==> src/rtl/alu_flag_pkg.sv <==
package alu_flag_pkg;
    localparam int DATA_W = 32;
    localparam int COND_W = 4;

    typedef enum logic [1:0] {
        OP_ADD = 2'd0,
        OP_SUB = 2'd1,
        OP_AND = 2'd2,
        OP_OR  = 2'd3
    } alu_op_e;

    typedef struct packed {
        logic n;
        logic z;
        logic c;
        logic v;
    } nzcv_t;
endpackage

==> src/rtl/alu_datapath.sv <==
module alu_datapath
    import alu_flag_pkg::*;
#(
    parameter int WIDTH = DATA_W
) (
    input  logic [WIDTH-1:0] a,
    input  logic [WIDTH-1:0] b,
    input  logic             carry_in,
    input  alu_op_e          op,
    input  logic             shift_carry,
    input  logic             v_prev,
    output logic [WIDTH-1:0] result,
    output nzcv_t            new_flags
);
    localparam int MSB = WIDTH - 1;

    logic [WIDTH-1:0] b_eff;
    logic [WIDTH:0]   sum;
    logic [WIDTH-1:0] ovf_vec;
    logic             is_logic;

    always_comb begin
        is_logic = (op == OP_AND) || (op == OP_OR);
        b_eff    = (op == OP_SUB) ? ~b : b;
        sum      = {1'b0, a} + {1'b0, b_eff} + {{WIDTH{1'b0}}, carry_in};
        ovf_vec  = ~(a ^ b_eff) & (a ^ sum[MSB:0]);
        unique case (op)
            OP_AND:  result = a & b;
            OP_OR:   result = a | b;
            default: result = sum[MSB:0];
        endcase
        new_flags.n = result[MSB];
        new_flags.z = (result == '0);
        if (is_logic) begin
            new_flags.c = shift_carry;
            new_flags.v = v_prev;
        end else begin
            new_flags.c = ovf_vec[MSB] ^ a[MSB] ^ b_eff[MSB] ^ sum[MSB];
            new_flags.v = ovf_vec[MSB];
        end
    end
endmodule

==> src/rtl/flag_reg.sv <==
module flag_reg
    import alu_flag_pkg::*;
(
    input  logic  clk,
    input  logic  rst,
    input  logic  update,
    input  nzcv_t alu_flags,
    input  logic  restore_en,
    input  nzcv_t restore_val,
    output nzcv_t flags
);
    typedef struct packed {
        nzcv_t flags;
    } state_t;

    state_t state_d, state_q;

    always_comb begin
        state_d = state_q;
        if (restore_en) begin
            state_d.flags = restore_val;
        end else if (update) begin
            state_d.flags = alu_flags;
        end
    end

    always_ff @(posedge clk) begin
        if (rst) begin
            state_q <= '0;
        end else begin
            state_q <= state_d;
        end
    end

    assign flags = state_q.flags;
endmodule

==> src/rtl/cond_eval.sv <==
module cond_eval
    import alu_flag_pkg::*;
(
    input  logic [COND_W-1:0] code,
    input  nzcv_t             flags,
    output logic              pass
);
    localparam int GROUPS = 1 << (COND_W - 1);

    logic [GROUPS-1:0] base;

    always_comb begin
        base[0] = flags.z;
        base[1] = flags.c;
        base[2] = flags.n;
        base[3] = flags.v;
        base[4] = flags.c & ~flags.z;
        base[5] = (flags.n == flags.v);
        base[6] = ~flags.z & (flags.n == flags.v);
        base[7] = 1'b1;
        pass = base[code[COND_W-1:1]] ^ code[0];
    end
endmodule

==> src/rtl/alu_flag_unit.sv <==
module alu_flag_unit
    import alu_flag_pkg::*;
#(
    parameter int WIDTH = DATA_W
) (
    input  logic              clk,
    input  logic              rst,
    input  logic [WIDTH-1:0]  a,
    input  logic [WIDTH-1:0]  b,
    input  logic              carry_in,
    input  logic [1:0]        op,
    input  logic              set_flags,
    input  logic              compact_mode,
    input  logic              shift_carry,
    input  logic              restore_en,
    input  logic [3:0]        restore_flags,
    input  logic [COND_W-1:0] cond,
    output logic [WIDTH-1:0]  result,
    output logic [3:0]        flags,
    output logic              cond_pass
);
    nzcv_t   flags_q;
    nzcv_t   alu_flags;
    alu_op_e op_sel;
    logic    update;

    assign op_sel = alu_op_e'(op);
    assign update = set_flags | compact_mode;

    alu_datapath #(.WIDTH(WIDTH)) u_dp (
        .a           (a),
        .b           (b),
        .carry_in    (carry_in),
        .op          (op_sel),
        .shift_carry (shift_carry),
        .v_prev      (flags_q.v),
        .result      (result),
        .new_flags   (alu_flags)
    );

    flag_reg u_flags (
        .clk         (clk),
        .rst         (rst),
        .update      (update),
        .alu_flags   (alu_flags),
        .restore_en  (restore_en),
        .restore_val (nzcv_t'(restore_flags)),
        .flags       (flags_q)
    );

    cond_eval u_cond (
        .code  (cond),
        .flags (flags_q),
        .pass  (cond_pass)
    );

    assign flags = flags_q;
endmodule

==> config.mk <==
export PLATFORM = sky130hd
export DESIGN_NAME = alu_flag_unit
export DESIGN_NICKNAME = d
export VERILOG_FILES = /design/src/rtl/alu_flag_pkg.sv /design/src/rtl/alu_datapath.sv /design/src/rtl/flag_reg.sv /design/src/rtl/cond_eval.sv /design/src/rtl/alu_flag_unit.sv
export SDC_FILE = /design/constraint.sdc
export NUM_CORES = 1
export LEC_CHECK = 0
export ABC_CLOCK_PERIOD_IN_PS = 8100
export BUFFER_PORTS_ARGS = -buffer_cell sky130_fd_sc_hd__buf_2
export CAP_MARGIN = 20
export CORE_UTILIZATION = 25
export CTS_CLUSTER_SIZE = 14
export DETAILED_ROUTE_END_ITERATION = 7
export GPL_ROUTABILITY_DRIVEN = 1
export MAX_ROUTING_LAYER = met4
export PLACE_DENSITY_LB_ADDON = 0.2
export REMOVE_ABC_BUFFERS = 1
export SYNTH_ARGS = -nofsm -noshare
export SYNTH_HDL_FRONTEND = slang
export SYNTH_SLANG_ARGS = --single-unit
==> constraint.sdc <==
create_clock -name clk -period 8.1 [get_ports clk]
set_input_delay 0.81 -clock clk [delete_from_list [all_inputs] [get_ports clk]]
set_output_delay 0.81 -clock clk [all_outputs]
set_load 0.01 [all_outputs]
==> results.py <==
metrics = {
    "layout": {
        "area_growth_syn_to_layout_pct": 21.7,
        "post-route-util": 0.316,
        "largest_reg_flops": 4,
        "fin_nets": 710,
        "antennaDiodeCount": 0,
        "drive_gt1_frac": 0.258,
        "finalNonFillerCells": 770,
        "final_area_sq_um": 4250,
    },
    "worst_setup_path": {
        "r2r-start": "u_flags.flags[2]",
        "worstPathRequired_ns": 8.26,
        "r2r_end": "u_flags.flags[2]",
        "crit_path_start": "op[1]",
        "crit_buf_inv": 3,
        "crit_family": "compound AO/OA/AOI/OAI gates",
        "start_kind": "primary input",
        "slowest_stage": "or4_1",
        "slowest_delay_ns": 0.56,
        "r2r_setup_slack_ns": 6.04,
        "criticalPathCategory": "in -> reg",
        "reg2reg_depth": 7,
        "worstPathArrival_ns": 5.99,
        "endpoint_kind": "flop",
        "cp_max_fo": 20,
        "crit_chain": "buf_2 > inv_1 > nand2_2 > buf_4 > xnor2_1 > ha_1 > a21oi_1 > a31oi_4 > o31ai_1 > a31oi_1 > o21ai_0 > nand2b_1 > fa_1 > mux2_2 > nor4_1 > o2111ai_1 > nor4_1 > o2111ai_1 > or4_1 > o21ai_1",
    },
    "synthesis": {
        "synth_enable_flop_cells": 0,
        "yosysSeqAreaShare": 0.0229,
        "yosysMostFrequentCell": "nand2_1",
        "ys_types": 74,
        "synth-seq-cells": 4,
        "synth_top_area_cell": "ha_1",
        "synthTopCellsByArea": "ha_1 (11%), xnor2_1 (11%), maj3_1 (7.4%), a21oi_1 (5.9%), nand2_1 (5.7%)",
        "synth_warnings": 0,
        "synth_common_cells": "nand2_1 (53), nor2_1 (44), xnor2_1 (42), a21oi_1 (41)",
        "ys_dominant_reg_cell": "dfxtp_1",
        "synth_area_sq_um": 3490,
        "synth_cells": 504,
        "synth_top_area_frac": 0.107,
        "async_flop_share": 0,
        "syn_area_per_cell_sq_um": 6.93,
    },
    "clocking": {
        "clock_tree.buffer_depth": 2,
        "postCtsHoldBufs": 0,
        "clock_latency_ns": 0.22,
        "cts_resized": 0,
        "cts_root_buf": "clkbuf_16",
        "clock_sinks": 4,
        "cts_tree": "done",
        "postCtsSetupBuffers": 0,
        "clkTransAtPathRegs_ns": 0.03,
        "cts_buffers": 3,
        "ctsHtreeMaxLevel": 1,
    },
    "routing": {
        "vias": 4074,
        "detail-route-antenna-nets": 0,
        "avgRoutedWirePerCell_um": 16.0,
        "vias_per_cell": 5.29,
        "detail_route.iter0.violations": 189,
        "drc": 0,
        "first_pass_iters": 5,
        "routed_wl_um": 12300,
    },
    "sta": {
        "hold_violations": 0,
        "fin_skew_ns": 0,
        "rsz0062_at_grt": "false",
        "fin_tns_setup_ns": 0,
        "setup_violations": 0,
        "slew_violations": 0,
        "post-route-min-period_ns": 5.84,
        "tightest_slew_ns": 0.697,
        "worst_slack_ns": 2.26,
        "holdWs_ns": 0.688,
        "fin_crit_sh": 0.720,
        "fmax_mhz": 171,
        "max_slew_margin": 0.534,
    },
    "place": {
        "placed_cell_area_sq_um": 4180,
        "port_buffers": 117,
        "globalplace.congestion": 0.837,
        "place_inst": 767,
        "dp_hpwl_um": 9900,
        "place_ws_ns": 1.98,
    },
    "run": {
        "maxCapViolations": 0,
    },
    "power_and_ir_drop": {
        "ir_drop_uv": 70.4,
        "p_leak_nw": 1.80,
        "finalPower_mw": 0.524,
        "power_density_nw_per_um2": 123,
    },
    "grt": {
        "first_global_vias": 3926,
        "grt_first_pass_wirelength_um": 19700,
        "grt-ovfl-total": 0,
        "grt_antenna_before_repair": 0,
        "grt_usage": 0.173,
        "grt_max_degree": 56,
    },
    "worst_hold_path": {
        "hold_depth": 4,
        "min_path_type": "reg -> reg",
        "hold_path.startpoint": "u_flags.flags[3]",
        "min_delay_worst_endpoint": "u_flags.flags[3]",
    },
    "outcome": {
        "status": "finished clean",
    },
    "floorplan": {
        "initial_core_util": 0.260,
        "ios": 118,
        "die_y_um": 120,
        "die_w_um": 120,
        "coreArea_sq_um": 13500,
        "placementRows": 42,
        "dieArea_sq_um": 14500,
    },
}
-- worst max-delay path by stage --
stage / cells past startpoint / slack [ns] / endpoint
final: 20 / 2.26 / u_flags.flags[2]
after global routing: 21 / 1.72 / u_flags.flags[2]
after CTS: 21 / 2.17 / u_flags.flags[2]
after detailed placement: 21 / 1.98 / u_flags.flags[2]
after global placement: 21 / 2.08 / u_flags.flags[2]
after floorplan: 20 / 1.69 / u_flags.flags[2]
-- power by group --
| part | switching [mW] | internal [mW] | leakage, nW |
|---|---|---|---|
| registers | 0.00176 | 0.0213 | 0.0331 |
| clock network | 0.0156 | 0.0633 | 0.0370 |
| logic | 0.248 | 0.174 | 1.73 |
| total | 0.265 | 0.258 | 1.80 |
-- layout make-up --
class | instances | area [sq um]
multi-input combinational | 451 | 3210
clock buffer | 3 | 75.1
fill | 1550 | 9200
inverter | 15 | 56.3
sequential | 4 | 80.1
timing repair buffer | 121 | 616
tap | 176 | 220
-- worst reg2reg max path, stage by stage (launching register included) --
cell and delay (ns):
dfxtp_1 0.41, o221ai_1 0.17, nor4_1 0.19, o2111ai_1 0.15
nor4_1 0.25, o2111ai_1 0.13, or4_1 0.56, o21ai_1 0.13
-- logic make-up after synthesis --
group,Yosys count,share of synthesized area
and+or+nand+nor,172,0.242
AOI/OAI and AO/OA,165,0.331
adders and majority gates,59,0.199
xor gates and xnor gates,49,0.123
buffers and inverters,49,0.0602
muxes,6,0.0218
DFF,4,0.0229
-- cell usage in the layout, fill, tap and decap left out, types with 13 or more instances in the layout --
cell type | netlist | routed
maj3_1 | 26 | 26
o21ai_0 | 30 | 30
ha_1 | 30 | 30
xnor2_1 | 42 | 42
nand2_1 | 53 | 52
a21oi_1 | 41 | 41
nand3_1 | 13 | 13
inv_1 | 15 | 15
buf_2 | 6 | 117
nor2_1 | 44 | 44
-- per-layer routing --
metal  GRT usage  vias up  wire length (um)
li1            -     2051                 -
met1       0.235     1905              5910
met2       0.287      114              5600
met3      0.0123        4               723
met4      0.0231        0                63
met5           -        -                 0
Power figures use the tool's default switching activity.
